## src/rtl/dsadc_pkg.sv

```systemverilog
package dsadc_pkg;

  typedef enum logic [1:0] {
    PH_IZ   = 2'b00,
    PH_AZ   = 2'b01,
    PH_INT  = 2'b10,
    PH_DINT = 2'b11
  } phase_e;

  typedef struct packed {
    logic tick;
    logic ldAz;
    logic ldInt;
    logic clrCnt;
    logic incCnt;
    logic capDint;
    logic capOver;
    logic capPol;
    logic pubResult;
  } seqStrobe_t;

  // successor in the unforced cycle, used by checks
  function automatic phase_e nextPhase(phase_e p);
    case (p)
      PH_AZ:   return PH_INT;
      PH_INT:  return PH_DINT;
      PH_DINT: return PH_IZ;
      default: return PH_AZ;
    endcase
  endfunction

endpackage

```

## src/rtl/dsadc_ctrl.sv

```systemverilog
module dsadc_ctrl
  import dsadc_pkg::*;
#(
  parameter int TICK_DIV = 4
) (
  input  logic       clk,
  input  logic       rstN,
  input  logic       forceAz,
  input  logic       cntMax,
  input  logic       cmpLvl,
  input  logic       cmpFall,
  output phase_e     phaseQ,
  output seqStrobe_t strb
);

  localparam int DIV_W = (TICK_DIV > 1) ? $clog2(TICK_DIV) : 1;

  logic [DIV_W-1:0] divQ;
  logic             tick;
  logic             armedQ, armedD;
  phase_e           phaseD;

  assign tick = (divQ == DIV_W'(TICK_DIV - 1));

  always_ff @(posedge clk or negedge rstN) begin
    if (!rstN) begin
      divQ   <= '0;
      phaseQ <= PH_IZ;
      armedQ <= 1'b0;
    end else begin
      divQ   <= tick ? '0 : divQ + 1'b1;
      phaseQ <= phaseD;
      armedQ <= armedD;
    end
  end

  always_comb begin
    strb      = '0;
    strb.tick = tick;
    phaseD    = phaseQ;
    armedD    = armedQ;
    if (tick) begin
      if (forceAz) begin
        phaseD    = PH_AZ;
        armedD    = 1'b1;
        strb.ldAz = 1'b1;
      end else begin
        unique case (phaseQ)
          PH_AZ: begin
            if (cntMax) begin
              phaseD     = PH_INT;
              strb.ldInt = 1'b1;
            end else begin
              strb.incCnt = 1'b1;
            end
          end
          PH_INT: begin
            if (cntMax) begin
              phaseD      = PH_DINT;
              strb.clrCnt = 1'b1;
              strb.capPol = 1'b1;
            end else begin
              strb.incCnt = 1'b1;
            end
          end
          PH_DINT: begin
            if (cmpFall) begin
              phaseD       = PH_IZ;
              strb.capDint = 1'b1;
            end else if (cntMax) begin
              phaseD       = PH_IZ;
              strb.capDint = 1'b1;
              strb.capOver = 1'b1;
            end else begin
              strb.incCnt = 1'b1;
            end
          end
          PH_IZ: begin
            if (armedQ && cmpLvl) begin
              phaseD         = PH_AZ;
              strb.ldAz      = 1'b1;
              strb.pubResult = 1'b1;
            end
          end
        endcase
      end
    end
  end

  AST_PHASE_ORDER: assert property (@(posedge clk) disable iff (!rstN)
    (phaseQ != $past(phaseQ) && !$past(forceAz)) |-> phaseQ == nextPhase($past(phaseQ)));

  AST_TICK_ONLY: assert property (@(posedge clk) disable iff (!rstN)
    (phaseQ != $past(phaseQ)) |-> $past(tick));

  AST_FORCE_HOLD: assert property (@(posedge clk) disable iff (!rstN)
    ($past(tick) && $past(forceAz)) |-> phaseQ == PH_AZ);

  AST_ARM_FIRST: assert property (@(posedge clk) disable iff (!rstN)
    ($past(phaseQ) == PH_IZ && phaseQ == PH_AZ && !$past(forceAz)) |-> $past(armedQ));

endmodule

```

## src/rtl/dsadc_dpath.sv

```systemverilog
module dsadc_dpath
  import dsadc_pkg::*;
#(
  parameter int CNT_W = 16,
  parameter int LOW_W = 8
) (
  input  logic                   clk,
  input  logic                   rstN,
  input  seqStrobe_t             strb,
  input  logic                   loadStrobe,
  input  logic [CNT_W-LOW_W-1:0] loadValue,
  input  logic                   cmptrIn,
  output logic                   cntMax,
  output logic                   cmpLvl,
  output logic                   cmpFall,
  output logic [CNT_W-1:0]       resultCount,
  output logic                   resultOver,
  output logic                   resultPol
);

  localparam int LD_W = CNT_W - LOW_W;

  logic [1:0]       syncQ;
  logic             cmpPrevQ;
  logic [LD_W-1:0]  pendLoad, activeLoad;
  logic [CNT_W-1:0] cntQ;
  logic [CNT_W-1:0] dintCnt;
  logic             dintOver, polQ;

  assign cmpLvl  = syncQ[1];
  assign cmpFall = cmpPrevQ & ~syncQ[1];
  assign cntMax  = &cntQ;

  // comparator synchronizer and tick-rate edge history
  always_ff @(posedge clk or negedge rstN) begin
    if (!rstN) begin
      syncQ    <= '0;
      cmpPrevQ <= 1'b0;
    end else begin
      syncQ <= {syncQ[0], cmptrIn};
      if (strb.tick) cmpPrevQ <= syncQ[1];
    end
  end

  // timing value: captured on strobe, applied when AZ counting starts
  always_ff @(posedge clk or negedge rstN) begin
    if (!rstN) begin
      pendLoad   <= '0;
      activeLoad <= '0;
    end else begin
      if (loadStrobe) pendLoad <= loadValue;
      if (strb.ldAz)  activeLoad <= pendLoad;
    end
  end

  // shared phase counter
  always_ff @(posedge clk or negedge rstN) begin
    if (!rstN) begin
      cntQ <= '0;
    end else if (strb.ldAz) begin
      cntQ <= {pendLoad, {LOW_W{1'b0}}};
    end else if (strb.ldInt) begin
      cntQ <= {activeLoad, {LOW_W{1'b0}}};
    end else if (strb.clrCnt) begin
      cntQ <= '0;
    end else if (strb.incCnt) begin
      cntQ <= cntQ + 1'b1;
    end
  end

  // conversion capture and publication
  always_ff @(posedge clk or negedge rstN) begin
    if (!rstN) begin
      dintCnt     <= '0;
      dintOver    <= 1'b0;
      polQ        <= 1'b0;
      resultCount <= '0;
      resultOver  <= 1'b0;
      resultPol   <= 1'b0;
    end else begin
      if (strb.capPol) polQ <= syncQ[1];
      if (strb.capDint) begin
        dintCnt  <= cntQ;
        dintOver <= strb.capOver;
      end
      if (strb.pubResult) begin
        resultCount <= dintCnt;
        resultOver  <= dintOver;
        resultPol   <= polQ;
      end
    end
  end

  AST_RESULT_HOLD: assert property (@(posedge clk) disable iff (!rstN)
    !$past(strb.pubResult) |-> ($stable(resultCount) && $stable(resultOver) && $stable(resultPol)));

  AST_OVR_SATURATE: assert property (@(posedge clk) disable iff (!rstN)
    resultOver |-> (&resultCount));

  AST_LOAD_AT_AZ: assert property (@(posedge clk) disable iff (!rstN)
    !$past(strb.ldAz) |-> $stable(activeLoad));

endmodule

```

## src/rtl/dsadc_phase_seq.sv

```systemverilog
module dsadc_phase_seq
  import dsadc_pkg::*;
#(
  parameter int CNT_W    = 16,
  parameter int LOW_W    = 8,
  parameter int TICK_DIV = 4
) (
  input  logic                   clk,
  input  logic                   rstN,
  input  logic                   convEnN,
  input  logic                   loadStrobe,
  input  logic [CNT_W-LOW_W-1:0] loadValue,
  input  logic                   cmptrIn,
  output logic [1:0]             phaseCode,
  output logic                   dataValidN,
  output logic [CNT_W-1:0]       resultCount,
  output logic                   resultOver,
  output logic                   resultPol
);

  phase_e     phase;
  seqStrobe_t strb;
  logic       cntMax, cmpLvl, cmpFall;

  dsadc_ctrl #(.TICK_DIV(TICK_DIV)) u_ctrl (
    .clk     (clk),
    .rstN    (rstN),
    .forceAz (convEnN | loadStrobe),
    .cntMax  (cntMax),
    .cmpLvl  (cmpLvl),
    .cmpFall (cmpFall),
    .phaseQ  (phase),
    .strb    (strb)
  );

  dsadc_dpath #(.CNT_W(CNT_W), .LOW_W(LOW_W)) u_dpath (
    .clk         (clk),
    .rstN        (rstN),
    .strb        (strb),
    .loadStrobe  (loadStrobe),
    .loadValue   (loadValue),
    .cmptrIn     (cmptrIn),
    .cntMax      (cntMax),
    .cmpLvl      (cmpLvl),
    .cmpFall     (cmpFall),
    .resultCount (resultCount),
    .resultOver  (resultOver),
    .resultPol   (resultPol)
  );

  assign phaseCode  = phase;
  assign dataValidN = (phase != PH_AZ);

endmodule

```

## config.mk

```make
export PLATFORM = sky130hd
export DESIGN_NAME = dsadc_phase_seq
export DESIGN_NICKNAME = d
export VERILOG_FILES = /design/src/rtl/dsadc_pkg.sv /design/src/rtl/dsadc_ctrl.sv /design/src/rtl/dsadc_dpath.sv /design/src/rtl/dsadc_phase_seq.sv
export SDC_FILE = /design/constraint.sdc
export NUM_CORES = 1
export LEC_CHECK = 0
export CORE_MARGIN = 2
export CORE_UTILIZATION = 49
export DETAILED_ROUTE_END_ITERATION = 8
export DONT_BUFFER_PORTS = 1
export GPL_TIMING_DRIVEN = 0
export SLEW_MARGIN = 20
export SYNTH_ARGS = -nofsm -noshare
export SYNTH_HDL_FRONTEND = slang
export SYNTH_SLANG_ARGS = --single-unit
```

## constraint.sdc

```tcl
create_clock -name clk -period 4.1 [get_ports clk]
set_clock_uncertainty 0.2 [all_clocks]
set_input_delay 0.82 -clock clk [delete_from_list [all_inputs] [get_ports clk]]
set_output_delay 0.82 -clock clk [all_outputs]
set_load 0.01 [all_outputs]
```

Word-level counts from Yosys, hierarchy flattened
Cells that the tools add are included.
{"block": "word_totals", "word_cells": 62, "regBits": 76, "out_inout_bits": 21, "inputBits": 13}
{"block": "op_classes", "reduce_logical": 7, "muxes": 27, "n_bitwise": 3, "n_addsub": 2, "eq_ne": 9}
{"cell": "two-way mux 16 bit", "count": 4}
{"cell": "two-way mux 2 bit", "count": 9}
{"cell": "adder 16 x 1 -> 16 bit, second input constant", "count": 1}
{"cell": "AND reduction 16 bit", "count": 1}
{"cell": "two-way mux 1 bit", "count": 10}
{"cell": "two-way mux 8 bit", "count": 1}
{"cell": "one-hot mux 2 bit (4 select lines)", "count": 1}
{"cell": "two-way mux 7 bit", "count": 1}
{"cell": "equality test 2 bit, second input constant", "count": 3}
{"cell": "inequality test 3 x 2 -> 1 bit, second input constant", "count": 2}
{"cell": "AND reduction 5 bit", "count": 1}
{"cell": "inequality test 4 x 3 -> 1 bit, second input constant", "count": 1}
{"cell": "nonzero test 4 bit", "count": 1}
{"cell": "inequality test 3 x 1 -> 1 bit, second input constant", "count": 1}
{"cell": "adder 2 x 1 -> 2 bit, second input constant", "count": 1}
{"cell": "equality test 2 x 1 -> 1 bit, second input constant", "count": 1}
{"cell": "zero test 2 bit", "count": 1}
{"cell": "inequality test 2 x 1 -> 1 bit, second input constant", "count": 1}
{"cell": "one-hot mux 1 bit (2 select lines)", "count": 1}
{"cell": "AND reduction 2 bit", "count": 1}
{"cell": "OR reduction 2 bit", "count": 1}
{"cell": "AND 1 bit", "count": 1}
{"cell": "logical AND 1 bit", "count": 1}
{"cell": "inverter 1 bit", "count": 1}
{"cell": "OR 1 bit", "count": 1}

Depth between registers and ports, before layout
{"block": "logic_depth", "word_depth": 10, "mapped_depth": 8, "depth_no_buf": 7}

Hierarchy
From an unflattened synthesis, not the netlist that was laid out.
{"block": "unflattened", "cells_unflattened": 275, "area_unflattened_um2": 3460.8}
{"mod": "dsadc_dpath", "area_per_inst_um2": 3064.2, "cells_each": 228, "n_inst": 1}
{"mod": "dsadc_ctrl", "area_per_inst_um2": 384.1, "cells_each": 45, "n_inst": 1}
{"mod": "dsadc_phase_seq", "area_per_inst_um2": 12.5, "cells_each": 2, "n_inst": 1}

Worst setup path after synthesis
No wires, ideal clock.
{"block": "synth_timing", "path_type": "input to register", "startpoint": "in loadStrobe", "endpoint": "reg u_dpath.cntQ[3]", "setup_time_ps": 77, "n_path_buf": 3, "arrival_ps": 2568, "path_slack_ps": 1254, "cell_stages": 7, "required_ps": 3823, "cell_sequence": "buf_6 or3b_1 buf_6 or4_4 buf_6 or3_1 a21oi_1"}
{"block": "synth_via", "elab_chain_cells": 6}
{"item": "from (decl)", "line": "dsadc_phase_seq.sv:11", "source": "input logic loadStrobe,"}
{"item": "OR 1 bit *", "line": "dsadc_phase_seq.sv:28", "source": ".forceAz (convEnN | loadStrobe),"}
{"item": "two-way mux 7 bit", "line": "dsadc_ctrl.sv:43", "source": "if (forceAz) begin"}
{"item": "two-way mux 8 bit *", "line": "dsadc_ctrl.sv:42", "source": "if (tick) begin"}
{"item": "two-way mux 16 bit", "line": "dsadc_dpath.sv:64", "source": "end else if (strb.clrCnt) begin"}
{"item": "two-way mux 16 bit", "line": "dsadc_dpath.sv:62", "source": "end else if (strb.ldInt) begin"}
{"item": "two-way mux 16 bit", "line": "dsadc_dpath.sv:60", "source": "end else if (strb.ldAz) begin"}
{"item": "to (signal assigned)", "line": "dsadc_dpath.sv:61", "source": "cntQ <= {pendLoad, {LOW_W{1'b0}}};"}
{"item": "to (signal assigned)", "line": "dsadc_dpath.sv:63", "source": "cntQ <= {activeLoad, {LOW_W{1'b0}}};"}
{"item": "to (signal assigned)", "line": "dsadc_dpath.sv:67", "source": "cntQ <= cntQ + 1'b1;"}
{"item": "to (decl)", "line": "dsadc_dpath.sv:26", "source": "logic [CNT_W-1:0] cntQ;"}
Every way passes the cells marked *; elsewhere a longest branch is shown, timed or not.
A chain may end at the register's enable or synchronous reset.

Final worst setup path
{"block": "layout_timing", "startpoint": "reg u_dpath.cntQ[0]", "endpoint": "reg u_dpath.dintCnt[8]"}
{"block": "layout_via", "elab_chain_cells": 6}
{"item": "AND reduction 16 bit", "line": "dsadc_dpath.sv:32", "source": "assign cntMax = &cntQ;"}
{"item": "two-way mux 2 bit", "line": "dsadc_ctrl.sv:70", "source": "end else if (cntMax) begin"}
{"item": "two-way mux 1 bit", "line": "dsadc_ctrl.sv:67", "source": "if (cmpFall) begin"}
{"item": "two-way mux 2 bit", "line": "dsadc_ctrl.sv:48", "source": "unique case (phaseQ)"}
{"item": "two-way mux 7 bit", "line": "dsadc_ctrl.sv:43"}
{"item": "two-way mux 8 bit", "line": "dsadc_ctrl.sv:42"}
{"item": "to (signal assigned)", "line": "dsadc_dpath.sv:83", "source": "dintCnt <= cntQ;"}
{"item": "to (decl)", "line": "dsadc_dpath.sv:27", "source": "logic [CNT_W-1:0] dintCnt;"}
Every way passes these cells.

==> results.md <==
- Register bit total from synthesis: 76
- Fin crit share: 0.683
- R2R depth: 6
- Fin crit period: between 2 and 3 ns
- Detail Route Antenna Nets: 0
- Root buf cell: clkbuf_8
- Cell variety after synth: 48
- Worst slew margin: 0.465
- Lkg Pwr: 0.00178 uW
- Flop pwr share: 0.603
- Clock Pin Slew Worst Setup and Hold Paths: approximately 0.070 ns
- Reg-to-reg slack, setup: between 1 and 1.5 ns
- Clk_lat worst skew: approximately 0.35 ns
- Req. time, crit path: 4.13 ns
- Share of layout cells above drive strength 1: 0.238
- WHS Path Cells: 0
- Die X-Extent: 88.0 um
- Status: completed
- Switching share of power: 0.232
- Total grt overflow: 0
- Final setup fails: 0
- Final std cells w/o fill: a little over 400
- Vias: about 2300
- Initial antenna violation count: 0
- Vias in the first global route: ~2200
- Hold Crit Start: u_dpath.syncQ[0]
- Routed Wire Length: roughly 6700 um
- Top cells by count, synth: dfrtp_1, mux2_2, nand2_1
- Fin. max-slew vios: 0
- CTS tree: done
- Setup TNS: 0 ns
- Initial Util: 0.509
- Post-synth EDFFs: 0
- Area of the core: between 0.006 and 0.007 mm^2
- Die Area: 0.00774 mm^2
- Hold/Removal Path Class: flip-flop to flip-flop
- Ys async rst share: 1.00
- Worst Path Max Fanout: 10
- Startpoint types: flip-flop
- Largest net degree at the start of global routing: 77
- Reg-to-Reg End: u_dpath.dintCnt[8]
- H-tree levels: 3
- # diodes: 0
- Net Sw Power: ~300 uW
- Max Fclk: approximately 360 MHz
- Most used DFF post-synth: dfrtp_1
- Detailed Place HPWL: 4690 um
- TritonRoute pass-1 iters: 4
- TritonCTS Sinks: 76
- Post-cts resize count: 0
- DRT iter0 DRCs: 111
- Worst VDD drop: 0.159 mV
- Area Overhead vs Synth: 8.62%
- Power Density: 350 mW/mm^2
- Hold Path Sink: u_dpath.syncQ[1]
- Reg-to-Reg Start: u_dpath.cntQ[0]
- Cell taking the most area after synthesis: dfrtp_1
- Clock Power Share: 0.360
- Top post-synthesis cells by area: dfrtp_1, mux2_2, nand2_1
- Most numerous cell in the Yosys netlist: dfrtp_1
- Slew @ Worst Pin: roughly 0.80 ns
- Internal cell power: just over 1000 uW
- Longest Clk Path Bufs: 2
- Tot Pwr: 1310 uW
- Site row count: 30
- Average wire per standard cell: around 17 um
- Total CTS buffers: 9
- Final hold violation count: 0
- Final net count: around 320
- Ys Warns: 0
- Max_cap viols: 0
- DRC Markers: 0
- RSZ-0062 raised after global routing: no
- Synth top area share: 0.550
- Post-DR vias/cell: 5.71
- Syn Inst Count: about 290
- Syn Area/Cell: 11.9 um^2
- WS Path Type: flip-flop to flip-flop
- I/O Pins: 34
- First-pass GRT wire length: roughly 11000 um
- Die Y: slightly below 90 um
- Setup crit end kind: flip-flop
- GRT Total Usage: 0.189
- Synth Net Count: 310
- Worst EP arrival: approximately 2.8 ns
- Buffers on Ports: 0
- Placed Cells: ~390
- Comb pwr share: 0.037
- Synth Cell Area: between 0.003 and 0.004 mm^2
- GPL Wtd Cong: ~0.8
- Part of the Yosys area used for sequential elements: 0.550
through the flow:
step	util	area, um^2	worst slack, ns	hold WS, ns
finish	0.552	3750	1.30	0.149
global route	0.552	3750	1.12	0.161
CTS	0.552	3750	1.28	0.152
detailed placement	0.526	3580	1.07	0.135
global placement	0.526	3580	1.07	0.136
floorplan	-	3460	1.25	0.131
kinds of logic after synthesis:
| family | after synthesis | synth area share |
|---|---|---|
| simple gates | 94 | 0.147 |
| buf+inv | 19 | 0.0293 |
| xor+xnor | 1 | 0.00253 |
| flops | 76 | 0.550 |
| mux | 45 | 0.146 |
| fa+ha+maj | 6 | 0.0217 |
| compound gates | 50 | 0.103 |
flip-flops by register name (all words and copies together) (netlist names):
signal               flops
u_ctrl.divQ              2
u_dpath.dintCnt         16
u_dpath.resultCount     16
u_dpath.resultPol        1
u_dpath.cmpPrevQ         1
u_dpath.cntQ            16
u_dpath.resultOver       1
u_dpath.syncQ            2
u_dpath.activeLoad       8
u_dpath.polQ             1
u_dpath.pendLoad         8
u_ctrl.armedQ            1
u_dpath.dintOver         1
u_ctrl.phaseQ            2
cell type report:
| class | count | area, um^2 |
|---|---|---|
| tap | 96 | 120 |
| inverter | 7 | 26.3 |
| timing repair buffer | 1 | 27.5 |
| clock inverter | 3 | 15.0 |
| clock buffer | 12 | 135 |
| fill | 605 | 3040 |
| buffer | 12 | 75.1 |
| sequential | 76 | 1900 |
| multi-input combinational | 196 | 1450 |
per-layer routing:
layer  global-route usage  share of wire  up-vias
met5                    0              0        -
met1                0.255           0.47     1130
met2                0.287           0.46       57
met3               0.0500          0.048       16
met4               0.0867          0.023        0
li1                     -              -     1100
power by group through the flow:
stage / registers (uW) / logic, uW / clock network [uW]
after floorplan: 799 / 28.7 / 0
after global placement: 806 / 31.7 / 0
after detailed placement: 806 / 32.5 / 0
after CTS: 791 / 50.5 / 490
after global routing: 795 / 57.0 / 518
final: 792 / 48.7 / 472
worst max path at each step:
stage,start,depth (start not counted),end
global route,u_dpath.cntQ[0],6,u_dpath.dintCnt[11]
floorplan,loadStrobe,7,u_dpath.cntQ[3]
detailed placement,loadStrobe,7,u_dpath.cntQ[13]
CTS,u_dpath.cntQ[0],6,u_dpath.dintCnt[8]
finish,u_dpath.cntQ[0],6,u_dpath.dintCnt[8]
global placement,loadStrobe,7,u_dpath.cntQ[13]
layout by cell type, fill, tap and decap left out, types with 8 or more instances in the layout:
| cell | n |
|---|---|
| a21oi_1 | 11 |
| and3_1 | 8 |
| clkbuf_8 | 9 |
| dfrtp_1 | 76 |
| mux2_2 | 44 |
| nand2_1 | 30 |
| nand3_1 | 9 |
| nand4_1 | 9 |
| nor2_1 | 8 |
| nor3_1 | 9 |
critical path, cell delays in order (launching register included):
cell and delay [ns]:
dfrtp_1 0.44, ha_1 0.26, nand4_1 0.18, nor4_4 0.59, o21ai_1 0.41, buf_2 0.32, mux2_2 0.29
timing repair:
action                    4_1_cts  5_1_grt
hold endpoints to repair       76        0
hold buffers                    1        0
buffers inserted                0        0
Note: power is estimated with default switching activity, not from simulation.
